File: src/rtl/irq_accept_pkg.sv
package irq_accept_pkg;
  typedef enum logic [1:0] {
    SRC_EXC = 2'd0,
    SRC_NMI = 2'd1,
    SRC_MSK = 2'd2
  } src_e;

  localparam int unsigned DEF_OFF_EXC = 0;
  localparam int unsigned DEF_OFF_NMI = 1;
  localparam int unsigned DEF_OFF_MSK = 8;
endpackage

File: src/rtl/irq_sync.sv
module irq_sync #(
  parameter int unsigned W      = 1,
  parameter int unsigned STAGES = 2
) (
  input  logic         clk_i,
  input  logic         rst_ni,
  input  logic [W-1:0] d_i,
  output logic [W-1:0] q_o
);
  logic [W-1:0] stg_q [STAGES];

  always_ff @(posedge clk_i or negedge rst_ni) begin
    if (!rst_ni) begin
      for (int i = 0; i < STAGES; i++) stg_q[i] <= '0;
    end else begin
      stg_q[0] <= d_i;
      for (int i = 1; i < STAGES; i++) stg_q[i] <= stg_q[i-1];
    end
  end

  assign q_o = stg_q[STAGES-1];
endmodule

File: src/rtl/irq_pend.sv
module irq_pend #(
  parameter int unsigned LVL_W = 3
) (
  input  logic             clk_i,
  input  logic             rst_ni,
  input  logic             exc_set_i,
  input  logic             nmi_set_i,
  input  logic             msk_set_i,
  input  logic [LVL_W-1:0] msk_lvl_i,
  input  logic             exc_clr_i,
  input  logic             nmi_clr_i,
  input  logic             msk_clr_i,
  output logic             exc_pend_o,
  output logic             nmi_pend_o,
  output logic             msk_pend_o,
  output logic [LVL_W-1:0] msk_lvl_o
);
  logic             exc_q, nmi_q, msk_q;
  logic [LVL_W-1:0] lvl_q;

  // clear wins over set; set only from idle, so nothing queues
  always_ff @(posedge clk_i or negedge rst_ni) begin
    if (!rst_ni) begin
      exc_q <= 1'b0;
      nmi_q <= 1'b0;
      msk_q <= 1'b0;
      lvl_q <= '0;
    end else begin
      if (exc_clr_i)      exc_q <= 1'b0;
      else if (exc_set_i) exc_q <= 1'b1;

      if (nmi_clr_i)      nmi_q <= 1'b0;
      else if (nmi_set_i) nmi_q <= 1'b1;

      if (msk_clr_i) begin
        msk_q <= 1'b0;
      end else if (msk_set_i && !msk_q) begin
        msk_q <= 1'b1;
        lvl_q <= msk_lvl_i;
      end
    end
  end

  assign exc_pend_o = exc_q;
  assign nmi_pend_o = nmi_q;
  assign msk_pend_o = msk_q;
  assign msk_lvl_o  = lvl_q;
endmodule

File: src/rtl/irq_arb.sv
module irq_arb
  import irq_accept_pkg::*;
#(
  parameter int unsigned LVL_W  = 3,
  parameter int unsigned OFF_W  = 6,
  parameter int unsigned BASE_W = 20,
  parameter int unsigned SLOT_W = 6,
  localparam int unsigned VEC_W = BASE_W + OFF_W + SLOT_W
) (
  input  logic              exc_pend_i,
  input  logic              nmi_pend_i,
  input  logic              msk_pend_i,
  input  logic [LVL_W-1:0]  msk_lvl_i,
  input  logic [LVL_W-1:0]  sr_mask_i,
  input  logic              autovec_i,
  input  logic [OFF_W-1:0]  ext_off_i,
  input  logic [BASE_W-1:0] vbase_i,
  output logic              req_o,
  output src_e              src_o,
  output logic [VEC_W-1:0]  vec_o
);
  logic             msk_ok;
  logic [OFF_W-1:0] def_off;
  logic [OFF_W-1:0] off;

  assign msk_ok = msk_pend_i && (msk_lvl_i > sr_mask_i);

  always_comb begin
    req_o   = 1'b1;
    src_o   = SRC_EXC;
    def_off = OFF_W'(DEF_OFF_EXC);
    if (exc_pend_i) begin
      src_o   = SRC_EXC;
      def_off = OFF_W'(DEF_OFF_EXC);
    end else if (nmi_pend_i) begin
      src_o   = SRC_NMI;
      def_off = OFF_W'(DEF_OFF_NMI);
    end else if (msk_ok) begin
      src_o   = SRC_MSK;
      def_off = OFF_W'(DEF_OFF_MSK) + OFF_W'(msk_lvl_i);
    end else begin
      req_o   = 1'b0;
    end
  end

  assign off   = autovec_i ? def_off : ext_off_i;
  assign vec_o = req_o ? {vbase_i, off, {SLOT_W{1'b0}}} : '0;
endmodule

File: src/rtl/irq_accept_ctrl.sv
module irq_accept_ctrl
  import irq_accept_pkg::*;
#(
  parameter int unsigned LVL_W    = 3,
  parameter int unsigned OFF_W    = 6,
  parameter int unsigned BASE_W   = 20,
  parameter int unsigned SLOT_W   = 6,
  parameter int unsigned SYNC_STG = 2
) (
  input  logic                             clk_i,
  input  logic                             rst_ni,
  input  logic                             mreq_i,
  input  logic [LVL_W-1:0]                 mlvl_i,
  input  logic                             nmi_i,
  input  logic                             exc_i,
  input  logic                             autovec_i,
  input  logic [OFF_W-1:0]                 ext_off_i,
  input  logic [LVL_W-1:0]                 sr_mask_i,
  input  logic                             nmi_dis_i,
  input  logic [BASE_W-1:0]                vbase_i,
  input  logic                             ack_i,
  output logic                             svc_req_o,
  output logic [1:0]                       svc_src_o,
  output logic [BASE_W+OFF_W+SLOT_W-1:0]   svc_vec_o
);
  localparam int unsigned SW = LVL_W + 2;

  logic [SW-1:0]    sync_d, sync_q;
  logic             s_mreq, s_nmi;
  logic [LVL_W-1:0] s_lvl;
  logic             exc_pend, nmi_pend, msk_pend;
  logic [LVL_W-1:0] msk_lvl;
  src_e             src;
  logic             take;

  assign sync_d = {mreq_i, nmi_i, mlvl_i};

  irq_sync #(.W(SW), .STAGES(SYNC_STG)) u_sync (
    .clk_i (clk_i),
    .rst_ni(rst_ni),
    .d_i   (sync_d),
    .q_o   (sync_q)
  );

  assign s_mreq = sync_q[SW-1];
  assign s_nmi  = sync_q[SW-2];
  assign s_lvl  = sync_q[LVL_W-1:0];

  assign take = ack_i && svc_req_o;

  irq_pend #(.LVL_W(LVL_W)) u_pend (
    .clk_i     (clk_i),
    .rst_ni    (rst_ni),
    .exc_set_i (exc_i),
    .nmi_set_i (s_nmi && !nmi_dis_i),
    .msk_set_i (s_mreq),
    .msk_lvl_i (s_lvl),
    .exc_clr_i (take && (src == SRC_EXC)),
    .nmi_clr_i (take && (src == SRC_NMI)),
    .msk_clr_i (take && (src == SRC_MSK)),
    .exc_pend_o(exc_pend),
    .nmi_pend_o(nmi_pend),
    .msk_pend_o(msk_pend),
    .msk_lvl_o (msk_lvl)
  );

  irq_arb #(
    .LVL_W (LVL_W),
    .OFF_W (OFF_W),
    .BASE_W(BASE_W),
    .SLOT_W(SLOT_W)
  ) u_arb (
    .exc_pend_i(exc_pend),
    .nmi_pend_i(nmi_pend),
    .msk_pend_i(msk_pend),
    .msk_lvl_i (msk_lvl),
    .sr_mask_i (sr_mask_i),
    .autovec_i (autovec_i),
    .ext_off_i (ext_off_i),
    .vbase_i   (vbase_i),
    .req_o     (svc_req_o),
    .src_o     (src),
    .vec_o     (svc_vec_o)
  );

  assign svc_src_o = svc_req_o ? src : 2'd0;
endmodule

File: config.mk
export PLATFORM = sky130hd
export DESIGN_NAME = irq_accept_ctrl
export DESIGN_NICKNAME = d
export VERILOG_FILES = /design/src/rtl/irq_accept_pkg.sv /design/src/rtl/irq_sync.sv /design/src/rtl/irq_pend.sv /design/src/rtl/irq_arb.sv /design/src/rtl/irq_accept_ctrl.sv
export SDC_FILE = /design/constraint.sdc
export NUM_CORES = 1
export LEC_CHECK = 0
export BUFFER_PORTS_ARGS = -buffer_cell sky130_fd_sc_hd__buf_2
export CAP_MARGIN = 20
export CORE_ASPECT_RATIO = 0.5
export CORE_MARGIN = 3
export CORE_UTILIZATION = 25
export DETAILED_ROUTE_END_ITERATION = 16
export MAX_ROUTING_LAYER = met4
export SETUP_SLACK_MARGIN = 0.3
export SYNTH_ARGS = -nofsm -noshare
export SYNTH_HDL_FRONTEND = slang
export SYNTH_SLANG_ARGS = --single-unit
File: constraint.sdc
create_clock -name clk_i -period 1.85 [get_ports clk_i]
set_input_delay 0 -clock clk_i [delete_from_list [all_inputs] [get_ports clk_i]]
set_output_delay 0 -clock clk_i [all_outputs]
set_load 0.005 [all_outputs]
* Word level (Yosys, flattened, before mapping)
Cells that the tools add are included.
Word-level totals: word-level logic and storage cells 43, latch bits 0, bits in writable memories 0, output and inout bits 35, flip-flop bits (word level) 16, input port bits 40, ROM bits 0, memories kept 0
Cells by class: equality and inequality tests 2, bitwise operators 1, add/sub/neg operators 1, div/mod/pow operators 0, mux-type cells 18, order comparisons 1, shifts and indexed selects 0, reductions and logical operators 14, multipliers 0
Operator list (number):
- 32-bit 2-to-1 mux | 1
- 6-bit 2-to-1 mux | 4
- 1-bit 2-to-1 mux | 9
- 2-bit 2-to-1 mux | 4
- 1-bit logical AND | 7
- 2-bit nonzero test | 3
- 4-bit by 3-bit adder with 5-bit output (first input constant) | 1
- 3-bit greater-than comparator | 1
- 2-bit by 1-bit equality test with 1-bit output (second input constant) | 1
- 2-bit equality test (second input constant) | 1
- 1-bit zero test | 2
- 2-bit zero test | 1
- 2-bit AND reduction | 1
- 1-bit inverter | 1

* Longest topological paths before layout
Gate-level depths: netlist of run 1.
word-level depth 9, depth in mapped cells 8, mapped depth without buffers 7

* Modules after synthesis
Synthesis of run 1 repeated with hierarchy kept, for this count alone.
Second synthesis, totals: cell total of the unflattened synthesis 91, area, all modules 1012.2 um2
By module, submodules not included:
- irq_arb | seq. area each 0.0 um2, times used 1, area an instance 445.4 um2, cells each 54
- irq_sync | seq. area each 250.2 um2, times used 1, area an instance 287.8 um2, cells each 15
- irq_pend | seq. area each 150.1 um2, times used 1, area an instance 225.2 um2, cells each 16
- irq_accept_ctrl | seq. area each 0.0 um2, times used 1, area an instance 53.8 um2, cells each 6

* Worst setup path before layout of run 1
Ideal clock, no wire load.
kind reg-to-output, start register u_pend.lvl_q[2] (netlist: u_pend.msk_lvl_o[2]), end output svc_vec_o[22], path buffers 1, required time 1.850 ns, arrival time 1.595 ns, stages on the path, launching flop included 8, setup slack 0.255 ns, cells stage by stage dfrtp_1 -> ha_1 -> nor2_1 -> a31oi_1 -> a311oi_4 -> inv_2 -> buf_6 -> and2_4
On the way: cells in the longest elaborated chain, start to end 6
Ends and longest elaborated chain:
- start: declaration | line irq_pend.sv:19 | logic [LVL_W-1:0] lvl_q;
- start signal: assignment | line irq_pend.sv:39 | lvl_q <= msk_lvl_i;
- 3-bit greater-than comparator | line irq_arb.sv:26 | assign msk_ok = msk_pend_i && (msk_lvl_i > sr_mask_i);
- 1-bit logical AND | line irq_arb.sv:26
- 1-bit 2-to-1 mux | line irq_arb.sv:38 | end else if (msk_ok) begin
- 1-bit 2-to-1 mux | line irq_arb.sv:35 | end else if (nmi_pend_i) begin
- 1-bit 2-to-1 mux | line irq_arb.sv:32 | if (exc_pend_i) begin
- named net svc_req_o | line irq_accept_ctrl.sv:22 | output logic svc_req_o,
- 32-bit 2-to-1 mux | line irq_arb.sv:47 | assign vec_o = req_o ? {vbase_i, off, {SLOT_W{1'b0}}} : '0;
- end: declaration | line irq_accept_ctrl.sv:24 | output logic [BASE_W+OFF_W+SLOT_W-1:0] svc_vec_o
The timed path passes the listed nets, and every way through them passes these cells.

* Worst setup path after layout of run 1
start register u_pend.lvl_q[2] (netlist: u_pend.msk_lvl_o[2]), end output svc_vec_o[8]
On the way: cells in the longest elaborated chain, start to end 7, elaborated cells between the ends (all ways) 11, those cells by class 1 x add/sub; 1 x order compare; 8 x mux; 1 x reduce/logical
Ends and longest elaborated chain (line):
- parallel branches: the longest is 6 deep, another holds 4-bit by 3-bit adder with 5-bit output
- 32-bit 2-to-1 mux * | irq_arb.sv:47
Mark *: on every way between the ends.

==> results of run 1 <==
-- stage by stage --
step	TNS, ps	util
after CTS	-923	0.490
after floorplan	0	-
final	-281	0.496
after global routing	-2390	0.496
after global placement	0	0.391
after detailed placement	-61.5	0.391
-- worst max-delay path: stages, from the launching register on --
cell and delay, ps:
dfrtp_1 400, ha_4 250, nor2_4 110, a31oi_4 50
a311oi_4 300, bufinv_8 240, a32o_1 210, buf_2 120
-- cells in the final DEF (no fill, tap or decap), types with 2 or more instances in the layout --
| cell | instances |
|---|---|
| buf_6 | 10 |
| mux2_2 | 2 |
| mux2i_1 | 3 |
| inv_1 | 5 |
| a32o_1 | 2 |
| and2_4 | 19 |
| dlygate4sd3_1 | 8 |
| a21oi_1 | 3 |
| buf_2 | 58 |
| ha_4 | 3 |
| dfrtp_1 | 16 |
| buf_4 | 5 |
| conb_1 | 6 |
| clkbuf_8 | 4 |
| nor2_1 | 6 |
| nor3b_2 | 2 |
| nor2b_1 | 4 |
-- cells in the mapped netlist, drive strengths merged --
| master | instances | share of area |
|---|---|---|
| inv | 7 | 0.028 |
| nor2b | 4 | 0.027 |
| buf | 9 | 0.077 |
| a21oi | 3 | 0.016 |
| dfrtp | 16 | 0.43 |
| nand2 | 1 | 0.0040 |
| mux2 | 2 | 0.024 |
| nor2 | 8 | 0.032 |
| and2 | 20 | 0.19 |
| a32o | 2 | 0.022 |
| conb | 1 | 0.0040 |
| mux2i | 3 | 0.032 |
| ha | 3 | 0.040 |
| o21ai | 2 | 0.011 |
| a31oi | 1 | 0.0068 |
| a311oi | 1 | 0.028 |
| nor3b | 2 | 0.016 |
| and4 | 1 | 0.011 |
-- flip-flops by register name, summed over array words and instances (netlist names) --
| name | cells |
|---|---|
| u_pend.msk_lvl_o | 3 |
| u_sync.stg_q | 5 |
| u_pend.exc_pend_o | 1 |
| u_pend.nmi_pend_o | 1 |
| u_sync.q_o | 5 |
| u_pend.msk_pend_o | 1 |
-- what timing repair did --
| item | in CTS | in global routing |
|---|---|---|
| hold endpoints to repair | 24 | 0 |
| hold buffers | 8 | 0 |
| pin swaps | 12 | 3 |
| endpoints found under the setup margin | 29 | 28 |
| setup buffers | 5 | 0 |
| gates cloned | 2 | 0 |
| resized for setup | 20 | 5 |
-- layer usage --
metal | share of wire | global-route usage
met2 | 0.50 | 0.174
met4 | 0.0040 | 0.0148
met3 | 0.12 | 0.0447
met5 | 0 | -
met1 | 0.38 | 0.108
-- power groups by stage --
stage / Clock (mW) / Combinational (mW) / Sequential, mW
after floorplan: 0 / 0.378 / 0.444
after global placement: 0 / 0.527 / 0.455
after detailed placement: 0 / 0.538 / 0.457
after CTS: 0.304 / 0.827 / 0.452
after global routing: 0.322 / 0.929 / 0.458
final: 0.298 / 0.844 / 0.453
-- worst paths after layout --
kind / from / endpoint / slack [ps] / cells past startpoint
setup reg to reg: u_pend.msk_lvl_o[2] / u_pend.msk_pend_o / 430 / 5
max in group asynchronous: rst_ni / u_pend.exc_pend_o / 1420 / 2
hold / removal: nmi_dis_i / u_pend.nmi_pend_o / 70 / 4
setup / recovery: u_pend.msk_lvl_o[2] / svc_vec_o[8] / -80 / 7
min in group asynchronous: rst_ni / u_sync.stg_q[7] / 180 / 2
hold reg to reg: u_sync.stg_q[9] / u_sync.q_o[4] / 350 / 0
-- layout make-up --
class,instances,area [um2],area share
multi-input combinational,59,524,0.325
timing repair buffer,81,520,0.322
sequential,16,400,0.248
tap,48,60.1,0.0372
clock buffer,4,55.1,0.0341
inverter,7,40.0,0.0248
timing repair inverter,2,15.0,0.00930
-- cell families after synthesis --
kind of cell	synth area share
and+or+nand+nor	0.278
other	0.00404
DFF	0.432
adders and majority gates	0.0405
AOI/OAI and AO/OA	0.0837
buffers and inverters	0.105
muxes	0.0567
==> metrics.md, run 1 <==
| Metric | Value |
|---|---|
| Status | `complete, but fails checks` |
| Violated checks | `negative setup slack` |
| Kind of critical path | `flip-flop to primary output` |
| Final Max Slew Viols | `0` |
| Period minus WS final | `1930 ps` |
| Final Wtd Congestion | `0.792` |
| Fill cell count | `310` |
| First-pass GRT wire length | `3510 um` |
| CTS max path bufs | `2` |
| Setup Skew | `2.03 ps` |
| Final setup viols | `16` |
| Die ar. | `0.00452 mm2` |
| GR Overflow Total | `0` |
| Startpoint Class | `flip-flop` |
| Total Power | `1.59 mW` |
| Gate power share | `0.529` |
| CTS clk-pin slew, worst paths | `60 ps` |
| Initial antenna violation count | `0` |
| Cell area after synthesis | `927 um2` |
| Internal power | `1.10 mW` |
| Clk Latency, worst-skew pair | `250 ps` |
| Final non-filler cell area | `0.00162 mm2` |
| Via count | `854` |
| Core ar. | `0.00326 mm2` |
| Root buf cell | `clkbuf_8` |
| MaxCap Viol Count | `0` |
| Fmax | `0.517 GHz` |
| CTS tree | `built` |
| Starting Density | `0.285` |
| First drt pass iteration count | `2` |
| Count of input and output buffers | `68` |
| Clock Sinks | `16` |
| Dpl ws | `-13.0 ps` |
| Clock share of power | `0.187` |
| Worst EP required | `1850 ps` |
| Distinct cell type count after synthesis | `23` |
| Hold Slack | `73.9 ps` |
| Unrepaired setup endpoints after global routing | `yes` |
| Global Route Usage Sum | `0.0997` |
| Antenna viol nets, final | `0` |
| Fin crit share | `1.05` |
| P_sw | `0.497 mW` |
| Synth Warn # | `0` |
| DRC violations left | `0` |
| CTS H-tree depth | `1` |
| Top Ports | `75` |
| Routed WL | `2280 um` |
| Sw Ratio | `0.311` |
| Nets | `213` |
| Final WS setup | `-83.4 ps` |
| Sequential fraction of the synthesis area | `0.432` |
| CTS Buf Count | `3` |
| Dpl cell area | `0.00127 mm2` |
| Area added between synthesis and finish | `74.2%` |
| Hold Crit Class | `input port to flip-flop` |
| Die X | `92.1 um` |
| DRT iter0 DRCs | `11` |
| Share of post-route cells with drive strength above 1 | `0.675` |
| Die Y | `49.1 um` |
| Worst Path Max Fanout | `6` |
| Vias in the first global route | `771` |
| Sequential power share | `0.284` |
| Final non-filler cell total | `217` |
| Final Hold Vio Count | `0` |
| ANT cells | `0` |
| Average wire per standard cell | `10.5 um` |
| # rows | `14` |
| Max VDD drop | `0.735 mV` |
| Arr. time, crit path | `1930 ps` |
| Seq cells post-synth | `16` |
| Setup crit end kind | `primary output` |
| Largest net degree at the start of global routing | `17` |
| DR vias/cell | `3.94` |
| Post-Syn Instances | `86` |
| Dpl hpwl | `1690 um` |
| Mean Syn Cell Area | `10.8 um2` |
| Placed cell count | `198` |
| Power per Cell Area | `987 mW/mm2` |
| P_leak | `0.834 nW` |
No activity file was read; power rests on OpenSTA's default activity.
==> run 2: changes to the inputs <==
--- a/config.mk
+++ b/config.mk
@@ -7,7 +7,6 @@
 export LEC_CHECK = 0
 export BUFFER_PORTS_ARGS = -buffer_cell sky130_fd_sc_hd__buf_2
 export CAP_MARGIN = 20
-export CORE_ASPECT_RATIO = 0.5
 export CORE_MARGIN = 3
 export CORE_UTILIZATION = 25
 export DETAILED_ROUTE_END_ITERATION = 16
==> constraint.sdc (replaced) <==
create_clock -name clk_i -period 2.1 [get_ports clk_i]
set_input_delay 0 -clock clk_i [delete_from_list [all_inputs] [get_ports clk_i]]
set_output_delay 0 -clock clk_i [all_outputs]
set_load 0.005 [all_outputs]
==> run 2 against run 1 <==
Compared with the run above: the run now ends clean; core utilization fell by 2.9 points; sequential share of layout area grew 0.15 points; first-iteration DRC count shrank 36%; combinational power shrank 13%; non-clock buffer count unchanged; power decreased by 13%; sequential cell count unchanged; die area fell by 0.98%; register-to-register slack better by 230 ps; highest routed layer is now met3.
==> metrics.md, run 2 (synthesized netlist as in run 1, its figures left out) <==
| Metric | Value |
|---|---|
| Vias in the first global route | `892` |
| Max VDD drop | `0.495 mV` |
| Antenna viol nets, final | `0` |
| Final Hold Vio Count | `0` |
| Clk Latency, worst-skew pair | `240 ps` |
| Hold Crit Class | `input port to flip-flop` |
| Arr. time, crit path | `1900 ps` |
| DRT iter0 DRCs | `7` |
| Die Y | `66.9 um` |
| CTS tree | `built` |
| Worst EP required | `2100 ps` |
| Via count | `892` |
| Final non-filler cell total | `215` |
| Die X | `66.9 um` |
| Commonest cells after routing, fill and taps aside | `57 x buf_2, 19 x and2_4, 16 x dfrtp_1` |
| Area added between synthesis and finish | `73.1%` |
| Starting Density | `0.269` |
| ANT cells | `0` |
| Top Ports | `75` |
| Dpl ws | `183 ps` |
| Startpoint Class | `flip-flop` |
| CTS H-tree depth | `1` |
| Fin crit share | `0.903` |
| Fmax | `0.527 GHz` |
| Dpl hpwl | `1870 um` |
| First drt pass iteration count | `2` |
| P_leak | `0.828 nW` |
| MaxCap Viol Count | `0` |
| Die ar. | `0.00447 mm2` |
| Clock Sinks | `16` |
| Root buf cell | `clkbuf_8` |
| Power per Cell Area | `869 mW/mm2` |
| Average wire per standard cell | `11.8 um` |
| CTS clk-pin slew, worst paths | `60 ps` |
| Nets | `213` |
| DR vias/cell | `4.15` |
| Setup Skew | `3.84 ps` |
| Routed WL | `2530 um` |
| GR Overflow Total | `0` |
| Worst Path Max Fanout | `12` |
| Initial antenna violation count | `0` |
| Period minus WS final | `1900 ps` |
| CTS max path bufs | `2` |
| Status | `finished clean` |
| Final Max Slew Viols | `0` |
| Placed cell count | `196` |
| First-pass GRT wire length | `3690 um` |
| Most common cell after layout, fill and taps aside | `buf_2` |
| Setup crit end kind | `primary output` |
| Hold Slack | `71.0 ps` |
| Largest net degree at the start of global routing | `17` |
| Core ar. | `0.00344 mm2` |
| Final Wtd Congestion | `0.760` |
| DRC violations left | `0` |
| Kind of critical path | `flip-flop to primary output` |
| Final WS setup | `203 ps` |
| # rows | `21` |
| Final setup viols | `0` |
| Global Route Usage Sum | `0.112` |
| CTS Buf Count | `3` |
| Share of post-route cells with drive strength above 1 | `0.663` |
| Count of input and output buffers | `68` |
| Total negative slack | `0 ps` |
| Unrepaired setup endpoints after global routing | `yes` |
run 2: area by class of cell:
| class | count | area [um2] |
|---|---|---|
| multi-input combinational | 59 | 512 |
| fill | 320 | 1840 |
| tap | 46 | 57.6 |
| sequential | 16 | 400 |
| timing repair inverter | 2 | 15.0 |
| timing repair buffer | 81 | 534 |
| clock buffer | 4 | 55.1 |
| inverter | 7 | 31.3 |
run 2: through the flow:
stage	power, mW	area [um2]	utilization
floorplan	0.724	946	-
global placement	0.862	1270	0.370
detailed placement	0.879	1270	0.370
CTS	1.39	1600	0.464
global route	1.49	1610	0.466
finish	1.39	1610	0.466
run 2: final timing paths:
check / cells after the start / from / slack, ps / endpoint
min reg2reg: 0 / u_sync.stg_q[5] / 340 / u_sync.q_o[0]
min in group asynchronous: 2 / rst_ni / 190 / u_sync.q_o[0]
max: 8 / u_pend.msk_lvl_o[2] / 200 / svc_vec_o[7]
max in group asynchronous: 2 / rst_ni / 1660 / u_pend.msk_pend_o
max reg2reg: 5 / u_pend.msk_lvl_o[2] / 660 / u_pend.msk_pend_o
min: 4 / nmi_dis_i / 70 / u_pend.nmi_pend_o
run 2: layer usage:
layer  wire length, um  track usage
met1               827        0.104
met2              1350        0.218
met3               359       0.0405
met4                 0       0.0228
met5                 0            -
run 2: repair_timing:
| action | in CTS | in global routing |
|---|---|---|
| cloned | 2 | 0 |
| endpoints found under the setup margin | 24 | 27 |
| hold buffers | 8 | 0 |
| endpoints found under the hold margin | 24 | 0 |
| gates resized for setup | 24 | 2 |
| setup buffers | 5 | 0 |
| pin swaps | 15 | 0 |
run 2: critical path: stages, from the launching register on:
cell and delay [ps]:
dfrtp_1 410, ha_4 270, nor2_4 100, a31oi_4 50
a311oi_4 240, buf_4 190, inv_6 50, a32o_1 210
buf_2 120
run 2: where the power goes:
group | total, mW | internal (mW) | switching (mW)
registers | 0.401 | 0.356 | 0.0453
logic | 0.732 | 0.432 | 0.300
clock network | 0.261 | 0.166 | 0.0955
total | 1.39 | 0.954 | 0.441
